## config.mk

```make
export PLATFORM = sky130hd
export DESIGN_NAME = vram_slot_arbiter
export DESIGN_NICKNAME = d
export VERILOG_FILES = /design/src/rtl/vram_arb_pkg.sv /design/src/rtl/vram_slot_timer.sv /design/src/rtl/vram_req_sync.sv /design/src/rtl/vram_slot_arbiter.sv
export SDC_FILE = /design/constraint.sdc
export NUM_CORES = 1
export LEC_CHECK = 0
export CORE_MARGIN = 1
export CORE_UTILIZATION = 45
export CTS_CLUSTER_SIZE = 24
export DETAILED_ROUTE_END_ITERATION = 6
export DONT_BUFFER_PORTS = 1
export PLACE_DENSITY_LB_ADDON = 0.3
export SLEW_MARGIN = 20
export SYNTH_ARGS = -nofsm -noshare
export SYNTH_HDL_FRONTEND = slang
export SYNTH_SLANG_ARGS = --single-unit
```

## constraint.sdc

```tcl
create_clock -name clk -period 4.65 [get_ports clk]
set_input_delay 0.2325 -clock clk [delete_from_list [all_inputs] [get_ports clk]]
set_output_delay 0.2325 -clock clk [all_outputs]
set_load 0.05 [all_outputs]
```

## src/rtl/vram_arb_pkg.sv

```systemverilog
package vram_arb_pkg;

  typedef enum logic [1:0] {
    SLOT_DISPLAY,
    SLOT_CPU_OPEN,
    SLOT_CPU_CLOSED
  } slot_kind_e;

  // Class of a window position: display part, usable CPU part, or the
  // closing guard where a CPU access could not finish in time.
  function automatic slot_kind_e slot_kind(input int p, input int disp_len,
                                           input int last_open);
    if (p < disp_len)       return SLOT_DISPLAY;
    else if (p <= last_open) return SLOT_CPU_OPEN;
    else                    return SLOT_CPU_CLOSED;
  endfunction

endpackage

```

## src/rtl/vram_slot_timer.sv

```systemverilog
module vram_slot_timer #(
  parameter int WIN_CYCLES   = 16,
  parameter int LINE_WINDOWS = 57
) (
  input  logic                          clk,
  input  logic                          rst,
  output logic [$clog2(WIN_CYCLES)-1:0] pos,
  output logic                          line_start
);
  localparam int POS_W    = $clog2(WIN_CYCLES);
  localparam int WIN_W    = $clog2(LINE_WINDOWS);
  localparam int POS_LAST = WIN_CYCLES - 1;
  localparam int WIN_LAST = LINE_WINDOWS - 1;

  logic [WIN_W-1:0] win;

  always_ff @(posedge clk) begin
    if (rst) begin
      pos <= '0;
      win <= '0;
    end else if (pos == POS_W'(POS_LAST)) begin
      pos <= '0;
      win <= (win == WIN_W'(WIN_LAST)) ? '0 : win + 1'b1;
    end else begin
      pos <= pos + 1'b1;
    end
  end

  assign line_start = (pos == '0) && (win == '0);

  p_pos_wrap_r1: assert property (@(posedge clk) disable iff (rst)
    (pos == POS_W'(POS_LAST)) |=> (pos == '0));

  p_line_wrap_r1: assert property (@(posedge clk) disable iff (rst)
    (pos == POS_W'(POS_LAST) && win == WIN_W'(WIN_LAST)) |=> line_start);

  p_win_hold_r1: assert property (@(posedge clk) disable iff (rst)
    (pos != POS_W'(POS_LAST)) |=> $stable(win));

endmodule

```

## src/rtl/vram_req_sync.sv

```systemverilog
module vram_req_sync #(
  parameter int STAGES = 2
) (
  input  logic clk,
  input  logic rst,
  input  logic d,
  output logic q
);
  logic [STAGES-1:0] chain;

  generate
    if (STAGES == 1) begin : g_single
      always_ff @(posedge clk) begin
        if (rst) chain <= '0;
        else     chain <= d;
      end
    end else begin : g_multi
      always_ff @(posedge clk) begin
        if (rst) chain <= '0;
        else     chain <= {chain[STAGES-2:0], d};
      end
    end
  endgenerate

  assign q = chain[STAGES-1];

endmodule

```

## src/rtl/vram_slot_arbiter.sv

```systemverilog
module vram_slot_arbiter
  import vram_arb_pkg::*;
#(
  parameter int WIN_CYCLES   = 16,
  parameter int LINE_WINDOWS = 57,
  parameter int DISP_CYCLES  = 10,
  parameter int TAIL_GUARD   = 1,
  parameter int SYNC_STAGES  = 2,
  parameter int ADDR_W       = 16,
  parameter int DATA_W       = 8
) (
  input  logic              clk,
  input  logic              rst,
  input  logic              cpu_req,
  input  logic              cpu_we,
  input  logic [ADDR_W-1:0] cpu_addr,
  input  logic [DATA_W-1:0] cpu_wdata,
  input  logic              cpu_phase,
  output logic              cpu_wait,
  output logic [DATA_W-1:0] cpu_rdata,
  input  logic              disp_req,
  input  logic [ADDR_W-1:0] disp_addr,
  output logic              disp_ack,
  output logic              ram_en,
  output logic              ram_we,
  output logic [ADDR_W-1:0] ram_addr,
  output logic [DATA_W-1:0] ram_wdata,
  input  logic [DATA_W-1:0] ram_rdata,
  output logic              line_start
);
  localparam int POS_W     = $clog2(WIN_CYCLES);
  localparam int LAST_OPEN = WIN_CYCLES - 1 - TAIL_GUARD;

  logic [POS_W-1:0] pos;
  logic             req_s;
  logic             phase_q;
  logic             phase_edge;
  logic             served;
  logic             acc_pend;
  logic             grant;
  slot_kind_e       kind;
  logic [1:0]       age;

  vram_slot_timer #(
    .WIN_CYCLES  (WIN_CYCLES),
    .LINE_WINDOWS(LINE_WINDOWS)
  ) u_timer (
    .clk       (clk),
    .rst       (rst),
    .pos       (pos),
    .line_start(line_start)
  );

  vram_req_sync #(
    .STAGES(SYNC_STAGES)
  ) u_req_sync (
    .clk(clk),
    .rst(rst),
    .d  (cpu_req),
    .q  (req_s)
  );

  always_comb kind = slot_kind(int'(pos), DISP_CYCLES, LAST_OPEN);

  assign phase_edge = cpu_phase ^ phase_q;
  assign grant      = req_s & ~served & ~acc_pend & phase_edge
                      & (kind == SLOT_CPU_OPEN);
  assign cpu_wait   = req_s & ~served;

  // Request bookkeeping: one access per request level.
  always_ff @(posedge clk) begin
    if (rst) begin
      phase_q   <= 1'b0;
      served    <= 1'b0;
      acc_pend  <= 1'b0;
      cpu_rdata <= '0;
      age       <= '0;
    end else begin
      phase_q  <= cpu_phase;
      acc_pend <= grant;
      age      <= (age == 2'd3) ? age : age + 1'b1;
      if (acc_pend && !ram_we) cpu_rdata <= ram_rdata;
      if (!req_s)         served <= 1'b0;
      else if (acc_pend)  served <= 1'b1;
    end
  end

  // RAM port: display owns its part unconditionally, CPU only on grant.
  always_ff @(posedge clk) begin
    if (rst) begin
      ram_en    <= 1'b0;
      ram_we    <= 1'b0;
      disp_ack  <= 1'b0;
      ram_addr  <= '0;
      ram_wdata <= '0;
    end else if (kind == SLOT_DISPLAY) begin
      ram_en   <= disp_req;
      ram_we   <= 1'b0;
      disp_ack <= disp_req;
      ram_addr <= disp_addr;
    end else if (grant) begin
      ram_en    <= 1'b1;
      ram_we    <= cpu_we;
      disp_ack  <= 1'b0;
      ram_addr  <= cpu_addr;
      ram_wdata <= cpu_wdata;
    end else begin
      ram_en   <= 1'b0;
      ram_we   <= 1'b0;
      disp_ack <= 1'b0;
    end
  end

  p_display_owner_r2: assert property (@(posedge clk) disable iff (rst || age == 2'd0)
    ($past(pos) < POS_W'(DISP_CYCLES)) |-> (ram_en == $past(disp_req) && !ram_we));

  p_cpu_part_only_r3: assert property (@(posedge clk) disable iff (rst || age == 2'd0)
    (ram_en && !disp_ack) |-> ($past(pos) >= POS_W'(DISP_CYCLES)
                              && $past(pos) <= POS_W'(LAST_OPEN)));

  p_cpu_was_held_r5: assert property (@(posedge clk) disable iff (rst || age == 2'd0)
    (ram_en && !disp_ack) |-> $past(cpu_wait));

  p_half_step_r6: assert property (@(posedge clk) disable iff (rst || age < 2'd2)
    (ram_en && !disp_ack) |-> ($past(cpu_phase) != $past(cpu_phase, 2)));

  p_release_r7: assert property (@(posedge clk) disable iff (rst || age == 2'd0)
    (ram_en && !disp_ack) |=> !cpu_wait);

endmodule

```

==> results of run 1 <==
-- routing by layer --
| layer | vias to the layer above | wire, um |
|---|---|---|
| met5 | - | 0 |
| li1 | 810 | - |
| met2 | 46 | 2090 |
| met4 | 0 | 59 |
| met1 | 767 | 2050 |
| met3 | 7 | 295 |
-- flip-flops by register name (all words and copies together) (netlist names), 2 cells and up --
register          flops
u_timer.win           6
ram_addr             16
ram_wdata             8
cpu_rdata             8
u_req_sync.chain      2
u_timer.pos           4
-- Yosys cell counts, drive strengths merged, types with 2 or more instances --
cell type  instances
mux2i             33
or4                2
a211oi            16
o31ai              4
o21ai              2
nand3              5
a21oi              3
nor2              14
nand2             22
xor2               2
nor2b              4
buf               10
nand4              3
clkbuf             7
ha                 4
and3               3
xnor2              2
dfxtp             50
a311oi            16
inv                5
-- cells in the final DEF, fill, tap and decap left out, types with 2 or more instances in the layout --
| cell type | count |
|---|---|
| a211oi_1 | 16 |
| xnor2_1 | 2 |
| and3_1 | 3 |
| o31ai_1 | 3 |
| clkbuf_8 | 5 |
| dfxtp_1 | 50 |
| nor2_1 | 14 |
| nand4_1 | 2 |
| a21oi_1 | 3 |
| inv_1 | 5 |
| clkinvlp_4 | 2 |
| ha_1 | 4 |
| a311oi_1 | 16 |
| nand3_1 | 5 |
| or4_1 | 2 |
| nand2_1 | 22 |
| nor2b_1 | 4 |
| mux2i_1 | 33 |
-- final cells by class --
type	count	share of cell area, %
Multi-Input combinational cell	152	48.3
Sequential cell	50	41.6
Inverter	5	0.780
Clock inverter	3	1.87
Tap cell	67	3.48
Clock buffer	5	2.86
Timing Repair Buffer	2	1.14
-- per-stage QoR --
stage	cells	cell area (um2)	hold WS [ps]	utilization, %
6_report	284	2410	60.4	50.3
3_5_place_dp	275	2270	311	47.5
4_1_cts	284	2410	47.0	50.3
3_3_place_gp	275	2270	308	47.5
2_1_floorplan	224	2280	361	-
5_1_grt	284	2410	42.9	50.3
-- power by group through the flow --
stage	Clock, mW	Combinational, mW	Sequential (mW)
after floorplan	0	0.0478	0.490
after global placement	0	0.0469	0.494
after detailed placement	0	0.0475	0.495
after CTS	0.314	0.0538	0.484
after global routing	0.332	0.0591	0.487
final	0.301	0.0531	0.484
-- worst max-delay path by stage --
stage / endpoint / slack (ps) / cells after the start
after CTS: line_start / 2340 / 4
after floorplan: line_start / 2780 / 4
after global placement: line_start / 2710 / 4
final: line_start / 2370 / 4
after global routing: line_start / 2240 / 4
after detailed placement: line_start / 2690 / 4
-- cell families after synthesis --
| kind of cell | after synthesis | synth area share [%] |
|---|---|---|
| AOI/OAI and AO/OA | 48 | 17.5 |
| xor gates and xnor gates | 4 | 1.87 |
| adders and majority gates | 4 | 2.20 |
| buffers and inverters | 22 | 5.00 |
| DFF | 50 | 44.0 |
| muxes | 33 | 14.5 |
| and+or+nand+nor | 63 | 14.9 |
-- critical path, delay by kind of cell (launching register included) --
family	cells	cell delay [ps]
buf+inv	1	70
fa+ha+maj	1	150
flops	1	360
simple gates	2	1180
-- what timing repair did --
item	CTS	global route
hold buffers	1	0
buffers inserted	0	0
hold endpoints to repair	31	0
==> run_results.csv, run 1 <==
group,metric,value,unit
status,status,"completed",
sta,hold_viol,0,
route,dr.pass1.iters,4,
global_routing,antenna_found_initial,0,
route,wirelength,4.50,mm
synthesis,netlist_top_cells_area,"dfxtp_1 44%, mux2i_1 15%, a311oi_1 6.2%, a211oi_1 5.3%, nand2_1 3.6%",
worst_setup_path,critPathCaptureType,"primary output",
hold_path,min_to,"phase_q$_SDFF_PP0_",
pwr,p_int,621,uW
cts,path_clk_slew,90,ps
global_routing,globalRouteMet2Util,27.1,%
synthesis,synth_cells,224,
worst_setup_path,cp_max_fo,5,
placement,pre_cts_ws,2690,ps
finish,areaGrowthSynthToFinish,5.72,%
synthesis,syn_area,0.00228,mm2
pwr,leakage,0.939,nW
finish,fin_nets,274,
synthesis,netlist-cell-type-count,43,
synthesis,ys_ff_latch,50,
synthesis,seq_area_frac_synth,44.0,%
route,drt_iter0_drc,92,
pwr,netSwitchingFraction,25.9,%
cts,cts_resized,0,
synthesis,syn_nets,282,
finish,regArea,0.00100,mm2
finish,multi_input_area,0.00116,mm2
hold_path,holdPathStages,1,
worst_setup_path,worst_path_max_delay_cell,"nor2_1",
synthesis,synth_edf_count,0,
pwr,switchingPower,217,uW
worst_setup_path,path_class,"reg2out",
synthesis,ys_async_sr_fraction,0,%
cts,cts_made_buffers,5,
floorplan,num_rows,25,
route,num_vias,1630,
flow_run,cap_viol_max_count,0,
finish,nFillCells,461,
synthesis,synth_top_area_share,44.0,%
route,routedWlPerCell,15.8,um
worst_setup_path,ff2ff_setup_slack,2710,ps
finish,antennaDiodeCount,0,
worst_setup_path,arrival,2050,ps
worst_setup_path,max_stage_delay,710,ps
global_routing,grt_max_degree,36,
worst_setup_path,crit_chain,"inv_1 > ha_1 > or4bb_1 > nor2_1",
sta,slew_headroom,25.5,%
cts,clk_path_buf_depth,2,
global_routing,grt_pass1_wl,7.16,mm
cts,clock_latency,300,ps
floorplan,die_w,73.1,um
placement,hpwl,3.01,mm
global_routing,grt-ovfl-total,0,
route,vias_per_cell,5.74,
sta,tns,0,ps
global_routing,grtUsageTotal,17.3,%
route,ant_nets,0,
cts,cts_tree,"yes",
sta,setup_slack,2370,ps
pwr,pwr-share-seq,57.8,%
sta,clock_skew,6.01,ps
placement,gp_congestion,0.734,
pwr,clkPwrFrac,35.9,%
synthesis,synth_area_leader_cell,"dfxtp_1",
placement,io_buffer_count,0,
worst_setup_path,crit_path_start_kind,"flop",
hold_path,hp-class,"in2reg",
hold_path,min_from,"cpu_phase",
sta,period_share,49.1,%
worst_setup_path,r2r_start,"u_timer.pos[2]$_SDFF_PP0_",
pwr,pwr-share-comb,6.3,%
pwr,max-vdd-ir-drop,0.132,mV
worst_setup_path,reg2regPathDepth,4,
global_routing,grt_pass1_vias,1517,
cts,root_buffer,"clkbuf_8",
floorplan,ios,91,
pwr,powerDensity,348,mW/mm2
pwr,total_power,838,uW
synthesis,synth-main-ff-cell,"dfxtp_1",
sta,setup_viol,0,
synthesis,yosysWarnings,0,
global_routing,grt_use_met1,21.5,%
finish,drive_above_1_share,8.29,%
floorplan,start_util,47.6,%
sta,fin_crit,2280,ps
synthesis,syn-mean-instance-area,10.2,um2
sta,slew_violations,0,
global_routing,met3_usage,6.77,%
floorplan,coreArea,0.00479,mm2
sta,tightestPinTransition,1110,ps
sta,rsz0062_at_grt,"no",
worst_setup_path,critPathLaunch,"u_timer.win[0]$_SDFFE_PP0P_",
cts,htreeDepth,2,
route,route.detailed.drc,0,
cts,cts_sinks,50,
global_routing,top_usage_layer,"met2",
worst_setup_path,cp.required,4420,ps
worst_setup_path,r2r_end,"ram_we$_SDFF_PP0_",
floorplan,die_h,73.1,um
floorplan,dieArea,0.00535,mm2
sta,fmax,0.438,GHz
No activity file was read; power rests on OpenSTA's default activity.
==> run 2, diff against run 1 <==
clock period = 2.39 ns   (was 4.65 ns; I/O delays follow)
==> run_results.csv, run 2 (synthesis gave the netlist of run 1 again) <==
group,metric,value,unit
placement,hpwl,3.09,mm
sta,fin_crit,2200,ps
pwr,p_int,1.13,mW
worst_setup_path,crit_path_start_kind,"flop",
global_routing,grt-ovfl-total,0,
placement,io_buffer_count,0,
flow_run,cap_viol_max_count,0,
hold_path,hp-class,"in2reg",
pwr,max-vdd-ir-drop,0.307,mV
global_routing,antenna_found_initial,0,
sta,slew_headroom,43.8,%
route,met1_length,2.22,mm
sta,period_share,92.2,%
global_routing,grt_pass1_wl,7.58,mm
sta,clock_skew,6.05,ps
global_routing,grt_pass1_vias,1534,
sta,fmax,0.454,GHz
finish,areaGrowthSynthToFinish,14.5,%
finish,fin_nets,297,
worst_setup_path,path_class,"reg2reg",
worst_setup_path,ff2ff_setup_slack,190,ps
route,routedWlPerCell,16.1,um
finish,layout_common_cells,"50 x dfxtp_1, 33 x mux2i_1, 22 x nand2_1, 20 x dlygate4sd3_1",
route,num_vias,1751,
cts,cts_made_buffers,5,
route,drt_iter0_drc,97,
route,vias_per_cell,5.70,
cts,cts_resized,0,
finish,layout_commonest_cell,"dfxtp_1",
floorplan,coreArea,0.00479,mm2
finish,largest_reg_flops,16,
floorplan,start_util,47.6,%
pwr,switchingPower,436,uW
cts,clk_path_buf_depth,2,
route,highest_layer,"met4",
pwr,powerDensity,600,mW/mm2
placement,post_dp_cell_area,0.00229,mm2
worst_setup_path,cp.required,2590,ps
cts,clock_latency,300,ps
route,ant_nets,0,
sta,tightestPinTransition,841,ps
route,dr.pass1.iters,7,
pwr,leakage,1.03,nW
sta,tns,0,ps
finish,antennaDiodeCount,0,
worst_setup_path,max_stage_delay,730,ps
sta,setup_viol,0,
finish,drive_above_1_share,8.75,%
worst_setup_path,arrival,2400,ps
pwr,pwr-share-seq,60.2,%
cts,cts_setup_buffers,0,
floorplan,dieArea,0.00535,mm2
pwr,pwr-share-comb,8.7,%
cts,cts_tree,"yes",
cts,htreeDepth,2,
worst_setup_path,cp_max_fo,8,
sta,hold_viol,0,
worst_setup_path,crit_chain,"nor2b_1 > mux2i_1 > nor2_1 > dlygate4sd3_1",
cts,cts_sinks,50,
route,dr_wl_met2,2.36,mm
floorplan,die_h,73.1,um
finish,top_register,"ram_addr",
floorplan,ios,91,
route,route.detailed.drc,0,
worst_setup_path,critPathCaptureType,"flop",
sta,rsz0062_at_grt,"no",
global_routing,grtUsageTotal,18.5,%
floorplan,num_rows,25,
finish,largestRegisters,"ram_addr (16), cpu_rdata (8), ram_wdata (8)",
pwr,clkPwrFrac,31.1,%
global_routing,grt_max_degree,33,
route,wl_met3,315,um
cts,path_clk_slew,90,ps
sta,slew_violations,0,
placement,gp_congestion,0.770,
pwr,netSwitchingFraction,27.9,%
route,wirelength,4.93,mm
worst_setup_path,worst_path_max_delay_cell,"nor2b_1",
finish,fin_area,0.00261,mm2
cts,root_buffer,"clkbuf_8",
floorplan,die_w,73.1,um
status,status,"completed",
pwr,total_power,1.56,mW
run 2: what timing repair did:
item                                    CTS  global route
endpoints found under the setup margin    0             0
hold endpoints to repair                 43             0
hold buffers                             21             0
run 2: layout make-up:
cell class / instances / area, um2
clock buffer: 5 / 68.8
clock inverter: 3 / 21.3
fill: 435 / 2180
inverter: 5 / 18.8
multi-input combinational: 152 / 1160
sequential: 50 / 1000
tap: 67 / 83.8
timing repair buffer: 25 / 250
run 2: critical path, delay by kind of cell (launching register included):
kind,cells,cell delay (ps)
simple gates,2,780
buf+inv,1,550
flops,1,490
mux,1,270
run 2: metal layers:
layer,up-vias,track usage (%)
li1,857,-
met1,837,24.8
met2,53,28.4
met3,4,5.94
met4,0,5.23
met5,-,0
run 2: path summary, 6_finish.rpt:
check | startpoint | end | cells after the start
hold / removal | rst | u_timer.win[4]$_SDFFE_PP0P_ | 2
hold reg to reg | u_req_sync.chain[0]$_SDFF_PP0_ | u_req_sync.chain[1]$_SDFF_PP0_ | 1
setup / recovery | ram_we$_SDFF_PP0_ | cpu_rdata[2]$_SDFFE_PP0P_ | 4
setup reg to reg | ram_we$_SDFF_PP0_ | cpu_rdata[2]$_SDFFE_PP0P_ | 4
run 2: per-stage QoR:
step	worst slack, ps	utilization [%]	std cells	hold WS (ps)
CTS	176	54.4	307	21.3
global placement	700	47.9	278	195
detailed placement	654	47.9	278	196
floorplan	637	-	224	248
global route	58.4	54.4	307	15.7
finish	188	54.4	307	21.5
run 2: power groups by stage:
stage	sequential, mW	combinational (mW)	clock [mW]
after CTS	0.942	0.135	0.505
after detailed placement	0.962	0.0982	0
final	0.942	0.136	0.487
after global placement	0.962	0.0965	0
after global routing	0.946	0.147	0.545
after floorplan	0.953	0.0930	0
